===== config.mk =====
export PLATFORM = sky130hd
export DESIGN_NAME = dma_seq
export DESIGN_NICKNAME = d
export VERILOG_FILES = /design/src/rtl/dma_seq_pkg.sv /design/src/rtl/dma_seq_decode.sv /design/src/rtl/dma_seq_ctl.sv /design/src/rtl/dma_seq_creg.sv /design/src/rtl/dma_seq_status.sv /design/src/rtl/dma_seq.sv
export SDC_FILE = /design/constraint.sdc
export NUM_CORES = 1
export LEC_CHECK = 0
export BUFFER_PORTS_ARGS = -buffer_cell sky130_fd_sc_hd__buf_2
export CAP_MARGIN = 20
export CELL_PAD_IN_SITES_DETAIL_PLACEMENT = 1
export CELL_PAD_IN_SITES_GLOBAL_PLACEMENT = 1
export CORE_UTILIZATION = 43
export CTS_CLUSTER_SIZE = 8
export DETAILED_ROUTE_END_ITERATION = 16
export PLACE_DENSITY_LB_ADDON = 0.1
export SLEW_MARGIN = 20
export SYNTH_ARGS = -nofsm -noshare
export SYNTH_HDL_FRONTEND = slang
export SYNTH_HIERARCHICAL = 1
export SYNTH_SLANG_ARGS = --single-unit
export TNS_END_PERCENT = 50

===== constraint.sdc =====
create_clock -name clk -period 4.4 [get_ports clk]
set_clock_uncertainty 0.1 [all_clocks]
set_input_delay 0.88 -clock clk [delete_from_list [all_inputs] [get_ports clk]]
set_output_delay 0.88 -clock clk [all_outputs]
set_load 0.03 [all_outputs]

===== src/rtl/dma_seq_pkg.sv =====
package dma_seq_pkg;

  typedef enum logic [1:0] {ST_IDLE, ST_FETCH, ST_XFER, ST_HALT} seq_state_e;

  typedef enum logic [2:0] {K_NOP, K_WRITE, K_JUMP, K_CREG, K_BAD} op_kind_e;

  localparam logic [3:0] OP_WRITE = 4'h1;
  localparam logic [3:0] OP_JUMP  = 4'h7;
  localparam logic [3:0] OP_CREG  = 4'hD;

  typedef struct packed {
    logic [3:0]  op;
    logic        sol;
    logic        eol;
    logic        irq2;
    logic        irq1;
    logic        clr;
    logic        inc;
    logic [11:0] cnt;
  } cmd_t;

  typedef struct packed {
    logic irq1;
    logic irq2;
    logic clr;
    logic inc;
  } done_flags_t;

endpackage


===== src/rtl/dma_seq_decode.sv =====
module dma_seq_decode
  import dma_seq_pkg::*;
(
  input  logic [3:0] opcode,
  output op_kind_e   kind,
  output logic [2:0] nwords
);

  always_comb begin
    kind   = K_NOP;
    nwords = 3'd1;
    unique case (opcode)
      OP_WRITE: begin kind = K_WRITE; nwords = 3'd2; end
      OP_JUMP:  begin kind = K_JUMP;  nwords = 3'd2; end
      4'hB, 4'hC: begin kind = K_NOP; nwords = 3'd3; end
      OP_CREG:  begin kind = K_CREG;  nwords = 3'd4; end
      4'h2, 4'h5, 4'h8, 4'h9, 4'hA: begin kind = K_NOP; nwords = 3'd1; end
      default:  begin kind = K_BAD;   nwords = 3'd1; end
    endcase
  end

endmodule


===== src/rtl/dma_seq_ctl.sv =====
module dma_seq_ctl
  import dma_seq_pkg::*;
#(
  parameter int AW = 16,
  parameter int IW = 2
) (
  input  logic          clk,
  input  logic          rst_n,
  input  logic          start,
  input  logic [AW-1:0] start_addr,
  input  logic          stop,
  output logic          fetch_valid,
  input  logic          fetch_ready,
  output logic [AW-1:0] fetch_addr,
  input  logic [31:0]   fetch_data,
  output logic          xfer_valid,
  input  logic          xfer_ready,
  output logic [31:0]   xfer_addr,
  output logic [11:0]   xfer_count,
  output logic          xfer_sol,
  output logic          xfer_eol,
  output logic [AW-1:0] pc,
  output logic          busy,
  output logic          done,
  output done_flags_t   done_flags,
  output logic          err_set,
  output logic          creg_we,
  output logic [IW-1:0] creg_idx,
  output logic [31:0]   creg_val,
  output logic [31:0]   creg_mask
);

  localparam logic [AW-1:0] PC_STEP = AW'(4);

  seq_state_e  state;
  logic [1:0]  idx;
  cmd_t        w0;
  logic [31:0] w1, w2;
  logic        stop_pend;

  cmd_t        cur;
  cmd_t        dcmd;
  op_kind_e    kind;
  logic [2:0]  nwords;
  logic        take, last;

  assign cur = (idx == 2'd0) ?
    '{op: fetch_data[31:28], sol: fetch_data[27], eol: fetch_data[26],
      irq2: fetch_data[25], irq1: fetch_data[24], clr: fetch_data[17],
      inc: fetch_data[16], cnt: fetch_data[11:0]} : w0;

  dma_seq_decode u_dec (.opcode(cur.op), .kind(kind), .nwords(nwords));

  assign fetch_valid = (state == ST_FETCH);
  assign fetch_addr  = pc;
  assign take        = fetch_valid && fetch_ready;
  assign last        = take && ({1'b0, idx} == nwords - 3'd1);
  assign err_set     = take && (idx == 2'd0) && (kind == K_BAD);

  assign xfer_valid  = (state == ST_XFER);
  assign xfer_addr   = w1;
  assign xfer_count  = w0.cnt;
  assign xfer_sol    = w0.sol;
  assign xfer_eol    = w0.eol;
  assign busy        = (state == ST_FETCH) || (state == ST_XFER);

  assign done = (last && kind != K_WRITE && kind != K_BAD) ||
                (xfer_valid && xfer_ready);
  assign dcmd = xfer_valid ? w0 : cur;
  assign done_flags = '{irq1: dcmd.irq1, irq2: dcmd.irq2,
                        clr: dcmd.clr, inc: dcmd.inc};

  assign creg_we   = last && (kind == K_CREG);
  assign creg_idx  = w1[IW+1:2];
  assign creg_val  = w2;
  assign creg_mask = fetch_data;

  always_ff @(posedge clk or negedge rst_n) begin
    if (!rst_n) begin
      state     <= ST_IDLE;
      pc        <= '0;
      idx       <= '0;
      w0        <= '0;
      w1        <= '0;
      w2        <= '0;
      stop_pend <= 1'b0;
    end else begin
      unique case (state)
        ST_IDLE, ST_HALT: begin
          if (start) begin
            pc        <= start_addr;
            idx       <= '0;
            stop_pend <= 1'b0;
            state     <= ST_FETCH;
          end
        end
        ST_FETCH: begin
          if (stop) stop_pend <= 1'b1;
          if (take) begin
            pc <= pc + PC_STEP;
            unique case (idx)
              2'd0:    w0 <= cur;
              2'd1:    w1 <= fetch_data;
              default: w2 <= fetch_data;
            endcase
            idx <= idx + 2'd1;
            if (err_set) begin
              idx   <= '0;
              state <= ST_HALT;
            end else if (last) begin
              idx <= '0;
              if (kind == K_WRITE) begin
                state <= ST_XFER;
              end else begin
                if (kind == K_JUMP) pc <= fetch_data[AW-1:0];
                if (stop_pend || stop) state <= ST_IDLE;
              end
            end
          end
        end
        ST_XFER: begin
          if (stop) stop_pend <= 1'b1;
          if (xfer_ready) state <= (stop_pend || stop) ? ST_IDLE : ST_FETCH;
        end
        default: state <= ST_IDLE;
      endcase
    end
  end

  AST_XFER_HOLD: assert property (@(posedge clk) disable iff (!rst_n)
    xfer_valid && !xfer_ready |=> xfer_valid && $stable(xfer_addr) && $stable(xfer_count) && !fetch_valid);
  AST_PC_STEP: assert property (@(posedge clk) disable iff (!rst_n)
    take && !last && !err_set |=> pc == $past(pc) + PC_STEP);
  AST_JUMP_LAND: assert property (@(posedge clk) disable iff (!rst_n)
    last && kind == K_JUMP |=> pc == $past(fetch_data[AW-1:0]));
  AST_HALT_QUIET: assert property (@(posedge clk) disable iff (!rst_n)
    err_set |=> !fetch_valid && !busy);

endmodule


===== src/rtl/dma_seq_creg.sv =====
module dma_seq_creg #(
  parameter int NCREG = 4,
  parameter int IW    = 2
) (
  input  logic              clk,
  input  logic              rst_n,
  input  logic              we,
  input  logic [IW-1:0]     idx,
  input  logic [31:0]       val,
  input  logic [31:0]       mask,
  output logic [NCREG*32-1:0] q
);

  for (genvar i = 0; i < NCREG; i++) begin : g_reg
    logic [31:0] r;
    always_ff @(posedge clk or negedge rst_n) begin
      if (!rst_n)                        r <= '0;
      else if (we && idx == IW'(i))      r <= (r & ~mask) | (val & mask);
    end
    assign q[i*32 +: 32] = r;
  end

  AST_CREG_KEEP: assert property (@(posedge clk) disable iff (!rst_n)
    !we |=> $stable(q));

endmodule


===== src/rtl/dma_seq_status.sv =====
module dma_seq_status
  import dma_seq_pkg::*;
(
  input  logic        clk,
  input  logic        rst_n,
  input  logic        done,
  input  done_flags_t done_flags,
  input  logic        err_set,
  input  logic [2:0]  irq_clr,
  input  logic [15:0] buf_target,
  output logic        irq1_st,
  output logic        irq2_st,
  output logic        err_st,
  output logic [15:0] evt_cnt,
  output logic        buf_done
);

  logic [15:0] diff;

  always_ff @(posedge clk or negedge rst_n) begin
    if (!rst_n) begin
      irq1_st <= 1'b0;
      irq2_st <= 1'b0;
      err_st  <= 1'b0;
      evt_cnt <= '0;
    end else begin
      irq1_st <= (irq1_st & ~irq_clr[0]) | (done & done_flags.irq1);
      irq2_st <= (irq2_st & ~irq_clr[1]) | (done & done_flags.irq2);
      err_st  <= (err_st  & ~irq_clr[2]) | err_set;
      if (done && done_flags.clr)      evt_cnt <= '0;
      else if (done && done_flags.inc) evt_cnt <= evt_cnt + 16'd1;
    end
  end

  assign diff     = evt_cnt - buf_target;
  assign buf_done = ~diff[15];

  AST_STICKY_IRQ1: assert property (@(posedge clk) disable iff (!rst_n)
    irq1_st && !irq_clr[0] |=> irq1_st);
  AST_STICKY_ERR: assert property (@(posedge clk) disable iff (!rst_n)
    err_st && !irq_clr[2] |=> err_st);
  AST_CNT_HOLD: assert property (@(posedge clk) disable iff (!rst_n)
    !done |=> $stable(evt_cnt));

endmodule


===== src/rtl/dma_seq.sv =====
module dma_seq
  import dma_seq_pkg::*;
#(
  parameter int AW    = 16,
  parameter int NCREG = 4
) (
  input  logic                clk,
  input  logic                rst_n,
  input  logic                start,
  input  logic [AW-1:0]       start_addr,
  input  logic                stop,
  output logic                fetch_valid,
  input  logic                fetch_ready,
  output logic [AW-1:0]       fetch_addr,
  input  logic [31:0]         fetch_data,
  output logic                xfer_valid,
  input  logic                xfer_ready,
  output logic [31:0]         xfer_addr,
  output logic [11:0]         xfer_count,
  output logic                xfer_sol,
  output logic                xfer_eol,
  output logic [NCREG*32-1:0] creg_q,
  input  logic [2:0]          irq_clr,
  output logic                irq1_st,
  output logic                irq2_st,
  output logic                err_st,
  output logic [15:0]         evt_cnt,
  input  logic [15:0]         buf_target,
  output logic                buf_done,
  output logic [AW-1:0]       pc,
  output logic                busy
);

  localparam int IW = (NCREG > 1) ? $clog2(NCREG) : 1;

  logic        done, err_set, creg_we;
  done_flags_t done_flags;
  logic [IW-1:0] creg_idx;
  logic [31:0] creg_val, creg_mask;

  dma_seq_ctl #(.AW(AW), .IW(IW)) u_ctl (
    .clk(clk), .rst_n(rst_n), .start(start), .start_addr(start_addr), .stop(stop),
    .fetch_valid(fetch_valid), .fetch_ready(fetch_ready), .fetch_addr(fetch_addr),
    .fetch_data(fetch_data), .xfer_valid(xfer_valid), .xfer_ready(xfer_ready),
    .xfer_addr(xfer_addr), .xfer_count(xfer_count), .xfer_sol(xfer_sol),
    .xfer_eol(xfer_eol), .pc(pc), .busy(busy), .done(done), .done_flags(done_flags),
    .err_set(err_set), .creg_we(creg_we), .creg_idx(creg_idx),
    .creg_val(creg_val), .creg_mask(creg_mask)
  );

  dma_seq_creg #(.NCREG(NCREG), .IW(IW)) u_creg (
    .clk(clk), .rst_n(rst_n), .we(creg_we), .idx(creg_idx),
    .val(creg_val), .mask(creg_mask), .q(creg_q)
  );

  dma_seq_status u_status (
    .clk(clk), .rst_n(rst_n), .done(done), .done_flags(done_flags),
    .err_set(err_set), .irq_clr(irq_clr), .buf_target(buf_target),
    .irq1_st(irq1_st), .irq2_st(irq2_st), .err_st(err_st),
    .evt_cnt(evt_cnt), .buf_done(buf_done)
  );

endmodule


== Yosys cells after proc, flatten, opt, wreduce, memory -nomap -nowiden ==
Memory sizes are Yosys's and may differ from the RTL's.
Index checks and enable logic that the tools add are counted.

* Flip-flop bits (word level): 254
* Bits in read-only memories: 96
* Input bits: 73
* Output and inout port bits: 229
* Logic and storage cells: 130
* Memories: 1

{| class="wikitable"
|+ Memory list
! name !! depth !! bits a word !! read ports !! clocked after Yosys merged registers in !! wr ports !! RTL line !! source
|-
| (name not given) || 16 || 6 || 1 || 0 || 0 || dma_seq_decode.sv:12 || <nowiki>unique case (opcode)</nowiki>
|}

* Add/sub/neg operators: 5
* Equal/unequal tests: 20
* Mux-type cells: 28
* Bitwise operators: 23
* Reductions and logical operators: 31

{| class="wikitable"
|+ Operator list
! operator !! number
|-
| $and A32 B32 Y32 || 5
|-
| $mux W16 || 9
|-
| $or A32 B32 Y32 || 4
|-
| $not A32 Y32 || 1
|-
| $pmux W16 S2 || 1
|-
| $mux W2 || 11
|-
| $mux W22 || 1
|-
| $add A16 B1 Y16 const B || 1
|-
| $add A16 B3 Y16 const B || 1
|-
| $sub A16 B16 Y16 || 1
|-
| $logic_and A1 B1 Y1 || 14
|-
| $reduce_and A3 Y1 || 4
|-
| $eq A2 B2 Y1 const B || 4
|-
| $eq A2 B1 Y1 const B || 3
|-
| $eq A3 B2 Y1 const B || 2
|-
| $logic_not A2 Y1 || 3
|-
| $ne A2 B2 Y1 const B || 3
|-
| $pmux W2 S3 || 1
|-
| $reduce_or A2 Y1 || 3
|-
| $and A1 B1 Y1 || 5
|-
| $not A1 Y1 || 5
|-
| $reduce_and A5 Y1 || 1
|-
| $ne A4 B3 Y1 const B || 1
|-
| $pmux W2 S2 || 1
|-
| 15 further kinds || 22
|}

== Depth between registers and ports, before layout ==
Gate-level depths: netlist (run 1).
An unclocked memory read counts as a cell.

* Depth after elaboration: 12
* Depth in mapped cells: 19
* Depth with buffers taken out: 18

== Cells and area by module ==
The synthesis (run 1) kept the hierarchy.

{| class="wikitable"
|+ By module, submodules not included
! module !! times used !! cells each !! area each (um^2) !! seq. area each (um^2)
|-
| dma_seq_creg || 1 || 426 || 6221.0 || 3203.1
|-
| dma_seq_ctl || 1 || 447 || 5385.2 || 2677.6
|-
| dma_seq_status || 1 || 142 || 1297.5 || 475.5
|-
| dma_seq_decode || 1 || 24 || 206.4 || 0.0
|}

== Least setup slack after synthesis (run 1) ==
OpenSTA, ideal clock, no wires.

* Kind: in2reg
* From: input fetch_data[28]
* To: register u_status.evt_cnt[13]
* Arrival: 3899 ps
* Data required time: 4179 ps
* Path slack: 280 ps
* Stages: 15
* Path buffers: 0
* Cells stage by stage: mux2_2 > ha_1 > mux2_2 > a21oi_1 > inv_1 > ha_1 > xnor2_1 > nor4_4 > o21ai_0 > nand2_1 > nand3_4 > nor4_4 > nand4_1 > xor2_1 > nor2_2

* Word-level cells in the longest chain between the ends: 10
* Elaborated cells on any way between the ends: 14
* Classes of those cells: add/sub (1); eq/ne (3); mux (2); reduce/logical (7); memory (1)

{| class="wikitable"
|+ Ends and longest elaborated chain
! element !! RTL line !! source
|-
| start, declared || dma_seq.sv:15 || <nowiki>input logic [31:0] fetch_data,</nowiki>
|-
| $mux W22 (*) || dma_seq_ctl.sv:47 || <nowiki>assign cur = (idx == 2'd0) ?</nowiki>
|-
| $mem_v2 Z16 W6 (*) || - ||
|-
| via u_ctl.nwords[0] || dma_seq_ctl.sv:44 || <nowiki>logic [2:0] nwords;</nowiki>
|-
| $sub A3 B1 Y3 (*) || dma_seq_ctl.sv:57 || <nowiki>assign last = take && ({1'b0, idx} == nwords - 3'd1);</nowiki>
|-
| $eq A2 B3 Y1 (*) || dma_seq_ctl.sv:57 ||
|-
| $logic_and A1 B1 Y1 (*) || dma_seq_ctl.sv:57 ||
|-
| $logic_and A1 B1 Y1 (*) (2 in a row) || dma_seq_ctl.sv:67 || <nowiki>assign done = (last && kind != K_WRITE && kind != K_BAD) ||</nowiki>
|-
| $logic_or A1 B1 Y1 (*) || dma_seq_ctl.sv:67 ||
|-
| via done || dma_seq.sv:36 || <nowiki>logic done, err_set, creg_we;</nowiki>
|-
| $logic_and A1 B1 Y1 (on tied branches) || dma_seq_status.sv:30, dma_seq_status.sv:31 ||
|-
| $mux W16 / $reduce_bool A2 Y1 (equally long branches) || - ||
|-
| end signal, assigned || dma_seq_status.sv:31 || <nowiki>else if (done && done_flags.inc) evt_cnt <= evt_cnt + 16'd1;</nowiki>
|-
| end, declared || dma_seq_status.sv:14 || <nowiki>output logic [15:0] evt_cnt,</nowiki>
|}

The timed path passes the listed nets; every way through them passes the cells marked *.
A chain may end at the register's enable or synchronous reset.

==> results of run 1 <==
cells by family (layout without fill, tap and decap cells):
| family | count (synthesis) | after routing |
|---|---|---|
| AND/OR/NAND/NOR | 260 | 260 |
| flip-flops | 254 | 254 |
| multiplexers | 238 | 238 |
| buffers and inverters | 156 | 397 |
| AO/OA/AOI/OAI | 75 | 75 |
| XOR/XNOR | 30 | 30 |
| adder cells (fa/ha/maj) | 26 | 26 |
| other | 0 | 1 |
area by class of cell:
class                           instances  area [µm²]
Antenna cell                            1        2.50
Clock inverter                          2        17.5
Multi-Input combinational cell        629        5730
Tap cell                              390         488
Inverter                               32         120
Clock buffer                           39         943
Sequential cell                       254        6360
Timing Repair Buffer                  324        1750
Fill cell                            3167       14400
synthesized netlist by cell type, drive strengths merged (2+ instances only):
master,n
dfrtp,254
mux2,225
buf,110
nand4b,64
nand4,37
nand2,33
and4bb,32
inv,32
ha,26
a21oi,25
nor2,25
nand3,21
o21ai,19
xnor2,16
clkbuf,14
xor2,14
mux2i,13
and3,12
nor3,8
a31oi,5
a21o,4
nor2b,4
o22ai,4
a211oi,3
and2,3
and4,3
nand2b,3
nor4,3
or2b,3
or3,3
a22oi,2
a31o,2
nor3b,2
o211a,2
o21a,2
o2bb2ai,2
power groups by stage:
| stage | clock, mW | combinational (mW) | sequential [mW] |
|---|---|---|---|
| 5_1_grt | 2.63 | 3.98 | 3.73 |
| 6_report | 2.47 | 3.70 | 3.63 |
| 2_1_floorplan | 0 | 2.70 | 3.81 |
| 4_1_cts | 2.56 | 3.72 | 3.63 |
| 3_5_place_dp | 0 | 3.70 | 3.66 |
| 3_3_place_gp | 0 | 3.64 | 3.63 |
routing by layer:
metal  vias up  share of wire [%]  GRT usage (%)  wire, µm
li1       4187                  -              -         -
met1      4739                 43           28.8     15100
met2       251                 48           37.5     17000
met3        48                6.6           5.82      2340
met4         0                2.0           7.18       707
met5         -                  0              0         0
metrics by stage:
step | cell area (µm²) | power (mW) | worst slack, ns | hold WS, ns
after CTS | 15400 | 9.90 | 0.0667 | 0.341
after detailed placement | 14400 | 7.36 | 0.0206 | 0.377
final | 15400 | 9.80 | 0.250 | 0.308
after floorplan | 13100 | 6.51 | 0.280 | 0.375
after global routing | 15400 | 10.3 | 0.00350 | 0.363
after global placement | 14400 | 7.27 | 0.140 | 0.359
how the worst max path moves through the flow:
stage	start	endpoint	slack, ns
detailed placement	fetch_data[28]	u_status/evt_cnt[13]$_DFFE_PN0P_	0.02
finish	u_ctl/idx[0]$_DFFE_PN0P_	register	0.25
global route	u_ctl/idx[0]$_DFFE_PN0P_	register	0.003
floorplan	fetch_data[28]	u_status/evt_cnt[13]$_DFFE_PN0P_	0.28
CTS	u_ctl/idx[0]$_DFFE_PN0P_	u_status/evt_cnt[13]$_DFFE_PN0P_	0.07
global placement	fetch_data[28]	u_status/evt_cnt[13]$_DFFE_PN0P_	0.14
worst register-to-register path: stages, from the launching register on:
cell and delay [ns]:
dfrtp_1 0.44, inv_1 0.09, ha_2 0.25, mux2_2 0.39, ha_1 0.22, mux2_2 0.27
a21oi_2 0.18, inv_1 0.06, ha_1 0.31, xnor2_1 0.18, nor4_4 0.35, and3_4 0.31
buf_12 0.28, and4bb_2 0.32, mux2_4 0.30
timing repair:
| item | 4_1_cts | 5_1_grt |
|---|---|---|
| hold endpoints to repair | 0 | 0 |
| resized for setup | 0 | 5 |
| buffers inserted | 0 | 1 |
| setup endpoints to repair | 0 | 63 |
layout by cell type, fill, tap and decap left out, types with 4 or more instances in the layout:
| cell type | count |
|---|---|
| buf_2 | 300 |
| dfrtp_1 | 252 |
| mux2_2 | 148 |
| nand4b_1 | 64 |
| mux2_1 | 59 |
| clkbuf_16 | 37 |
| nand4_1 | 37 |
| inv_1 | 32 |
| and4bb_2 | 31 |
| nand2_1 | 31 |
| ha_1 | 25 |
| a21oi_1 | 24 |
| nor2_1 | 22 |
| buf_4 | 18 |
| mux2_4 | 18 |
| nand3_1 | 18 |
| o21ai_0 | 18 |
| xnor2_1 | 16 |
| xor2_1 | 14 |
| mux2i_1 | 13 |
| and3_1 | 9 |
| nor3_1 | 6 |
| buf_12 | 5 |
| a31oi_1 | 5 |
| nor2b_1 | 4 |
| o22ai_1 | 4 |
==> results.yml, run 1 <==
final_layout:
  finish.utilization_pct: 51.7
  drive_gt1_share_pct: 46.3
  area_growth_syn_to_layout_pct: 17.6
  nets: 1377
  fin_cells: 1671
critical_path:
  crit_fanout: 64
  end_kind: "register"
  slowest_stage: "dfrtp_1"
  worstPathArrival_ns: 4.44
  cp_cell_sequence: "inv_1, ha_2, mux2_2, ha_1, mux2_2, a21oi_2, inv_1, ha_1, xnor2_1, nor4_4, and3_4, buf_12, and4bb_2, mux2_4"
  cpPeakStageDelay_ns: 0.44
  cp.depth: 14
  reg2reg_depth: 14
  r2r_slack_ns: 0.25
  criticalPathCategory: "reg2reg"
  timing.rr.start: "u_ctl/idx[0]$_DFFE_PN0P_"
  critical_path.top_delay_family: "multiplexers"
  crit_buf_inv: 3
  cp.required_ns: 4.69
  worst_setup_path_start_kind: "register"
clock_tree:
  cts_max_level: 2
  cts_tree: "built"
  cts_root_buf: "clkbuf_16"
  clock_sinks: 254
  hold_buffers: 0
  clock_latency_ns: 0.51
  clock_path_buffers: 3
  numCtsBuffers: 37
  clk_pin_slew_ns: 0.05
power:
  clkPwrFrac_pct: 25.2
  power_density_nw_per_um2: 636
  p_sw_mw: 3.96
  leakagePower_nw: 7.82
  peakVddDrop_uv: 471
  p_int_mw: 5.84
  combPwrFrac_pct: 37.8
  swShare_pct: 40.4
  seqPwrFrac_pct: 37.0
global_routing:
  grt_pass1_wl_um: 55600
  gr-total-overflow: 0
  grt.total_usage_pct: 22.6
  first_global_vias: 9674
  grt_max_degree: 97
  antenna_found_initial: 1
synth:
  synth_area_leaders: "dfrtp_1, mux2_2, mux2_1"
  syn_area_um2: 13100
  yosysTopAreaCell: "dfrtp_1"
  avgSynthCellArea_um2: 12.6
  synth_simple_gate_area_share_pct: 14.6
  synth_top_family_by_area: "multiplexers"
  synth_compound_area_share_pct: 3.54
  syn-num-nets: 1138
  synth-xor-area-share_pct: 2.00
  synth_ff_type: "dfrtp_1"
  ys_async_sr_fraction_pct: 100
  synthDistinctLibCells: 66
  yosysSeqAreaShare_pct: 48.5
  synth.top_cell.area_share_pct: 48.5
  synthCells: 1039
  yosys-mux-area-fraction_pct: 20.8
  yosysWarnings: 6
  synth_fa_ha_area_share_pct: 2.48
  synth-seq-cells: 254
  synth-edff-count: 0
outcome:
  status: "complete, no violations"
floorplan:
  initial_core_util_pct: 44.0
  rows: 63
  die_h_um: 177
  io_pins: 302
  coreArea_um2: 29800
  dieWidth_um: 177
  die_area_um2: 31200
flow_run:
  cap_violations: 0
timing:
  min_period_ns: 4.15
  setup_viol: 0
  finalCritPeriodShare_pct: 94.3
  final-hold-violation-count: 0
  rsz0062_at_grt: "false"
  tns_ns: 0
  slew_violations: 0
  max_slew_margin_pct: 32.3
  timing.fmax_ghz: 0.241
  tightest_slew_ns: 1.02
routing:
  wl_um: 35200
  vias_per_cell: 5.52
  first_iter_violations: 524
  wire_per_inst_um: 21.1
  drc: 0
  ant_nets: 0
  dr.pass1.iters: 4
  vias: 9225
placement:
  dp_hpwl_um: 23600
  place.port_buffers: 301
  numPlacedInstances: 1628
  finalWeightedCongestion: 0.778
min_path:
  hp-class: "in2async"
No activity file was read; power rests on OpenSTA's default activity.
==> inputs of run 2 (changes only) <==
Settings changed: BUFFER_PORTS_ARGS -buffer_cell sky130_fd_sc_hd__buf_2 to default, CORE_UTILIZATION 43 to 51, DONT_BUFFER_PORTS from default to 1.
==> results.yml, run 2 (same netlist as run 1, synthesis figures left out) <==
outcome:
  status: "finished with violations"
  violations: "hold timing"
clock_tree:
  clock_sinks: 254
  clock_latency_ns: 0.51
  numCtsBuffers: 37
  cts_root_buf: "clkbuf_16"
  cts_tree: "built"
  cts_max_level: 2
  clk_pin_slew_ns: 0.05
  clock_path_buffers: 3
min_path:
  hp-class: "in2async"
critical_path:
  worstPathArrival_ns: 4.49
  cp.required_ns: 4.68
  end_kind: "register"
  criticalPathCategory: "reg2reg"
  worst_setup_path_start_kind: "register"
  crit_fanout: 33
routing:
  wl_um: 33100
  dr.pass1.iters: 4
  wire_per_inst_um: 25.4
  first_iter_violations: 539
  vias_per_cell: 6.18
  drc: 0
  ant_nets: 0
  vias: 8064
floorplan:
  initial_core_util_pct: 52.1
  die_area_um2: 26400
  coreArea_um2: 25200
  io_pins: 302
  die_h_um: 162
  rows: 58
  dieWidth_um: 162
timing:
  finalCritPeriodShare_pct: 95.7
  final-hold-violation-count: 8
  final.setup.worst_slack_ns: 0.191
  rsz0062_at_grt: "false"
  worst_hold_slack_ns: -0.0260
  setup_viol: 0
  min_period_ns: 4.21
  tightest_slew_ns: 1.07
  slew_violations: 0
  tns_ns: 0
  timing.fmax_ghz: 0.238
  max_slew_margin_pct: 28.5
power:
  p_int_mw: 5.58
  clkPwrFrac_pct: 26.9
  combPwrFrac_pct: 25.6
  power_density_nw_per_um2: 676
  seqPwrFrac_pct: 47.6
  leakagePower_nw: 6.38
  p_total_mw: 9.35
  swShare_pct: 40.4
  peakVddDrop_uv: 480
  p_sw_mw: 3.77
final_layout:
  area_growth_syn_to_layout_pct: 5.58
  finish.utilization_pct: 55.0
  diodes: 0
  most-common-layout-cells: "dfrtp_1, mux2_2, nand4b_1"
  nets: 1069
  drive_gt1_share_pct: 29.1
  final_common_cell: "dfrtp_1"
flow_run:
  cap_violations: 0
global_routing:
  grt_max_degree: 255
  antenna_found_initial: 0
  gr-total-overflow: 0
  grt.total_usage_pct: 25.2
  first_global_vias: 8852
  grt_pass1_wl_um: 52000
placement:
  finalWeightedCongestion: 0.818
  dp_hpwl_um: 22300
  place_ws_ns: 0.122
  place.port_buffers: 0
-- run 2: cell count changes in the layout (fill, tap and decap cells not counted), sizes merged --
| cell | delta |
|---|---|
| buf | -308 |
| clkinv | +1 |
| clkbuf | +2 |
| diode | -1 |
| inv | -1 |
-- run 2: final cells by class --
| type | instances | area [µm²] |
|---|---|---|
| multi-input combinational | 629 | 5740 |
| clock buffer | 41 | 962 |
| sequential | 254 | 6360 |
| tap | 330 | 413 |
| fill | 2446 | 11300 |
| timing repair buffer | 16 | 210 |
| inverter | 32 | 120 |
| clock inverter | 2 | 36.3 |
-- run 2: timing repair --
action                                 4_1_cts  5_1_grt
gates resized for setup                      0        4
setup buffers                                0        0
setup endpoints to repair                    0       13
endpoints found under the hold margin      254      254
-- run 2: path summary, 6_finish.rpt --
path	start	end	slack, ns	cells after the start
hold reg to reg	u_ctl/w0[21]$_DFFE_PN0P_	u_ctl/w0[21]$_DFFE_PN0P_	0.40	1
hold / removal	rst_n	u_status/evt_cnt[5]$_DFFE_PN0P_	-0.03	0
setup reg to reg	u_ctl/idx[0]$_DFFE_PN0P_	register	0.19	14
min in group clk	start	u_ctl/stop_pend$_DFFE_PN0P_	0.38	1
setup / recovery	u_ctl/idx[0]$_DFFE_PN0P_	register	0.19	14
max in group asynchronous	rst_n	u_ctl/xfer_addr[2]$_DFFE_PN0P_	3.62	0
-- run 2: through the flow --
stage,hold slack (ns),instance area [µm²],instances
after floorplan,0.375,13100,1039
after global placement,0.383,12800,1259
after detailed placement,0.395,12800,1259
after CTS,-0.0489,13800,1302
after global routing,-0.0488,13800,1304
final,-0.0260,13800,1304
-- run 2: critical path, stage by stage (launching register included) --
cell and delay (ns):
dfrtp_1 0.43, inv_1 0.08, ha_1 0.25, mux2_2 0.40, ha_1 0.27, mux2_2 0.30
a21oi_2 0.19, inv_1 0.06, ha_1 0.31, xnor2_1 0.18, nor4_4 0.27, and3_4 0.40
buf_12 0.22, and4bb_2 0.25, mux2_2 0.34
-- run 2: power by group through the flow --
stage	logic, mW	clock network, mW	registers (mW)
5_1_grt	2.60	2.66	4.55
3_5_place_dp	2.25	0	4.58
2_1_floorplan	2.70	0	3.81
3_3_place_gp	2.12	0	4.51
4_1_cts	2.26	2.58	4.54
6_report	2.39	2.51	4.45
-- run 2: metal layers --
layer / share of wire [%] / vias up / wire [µm] / GRT usage, %
met5: 0 / - / 0 / 0
met4: 2.1 / 0 / 682 / 7.16
met3: 8.4 / 51 / 2790 / 8.10
met2: 50 / 259 / 16500 / 43.0
met1: 40 / 4185 / 13200 / 30.5
li1: - / 3569 / - / -
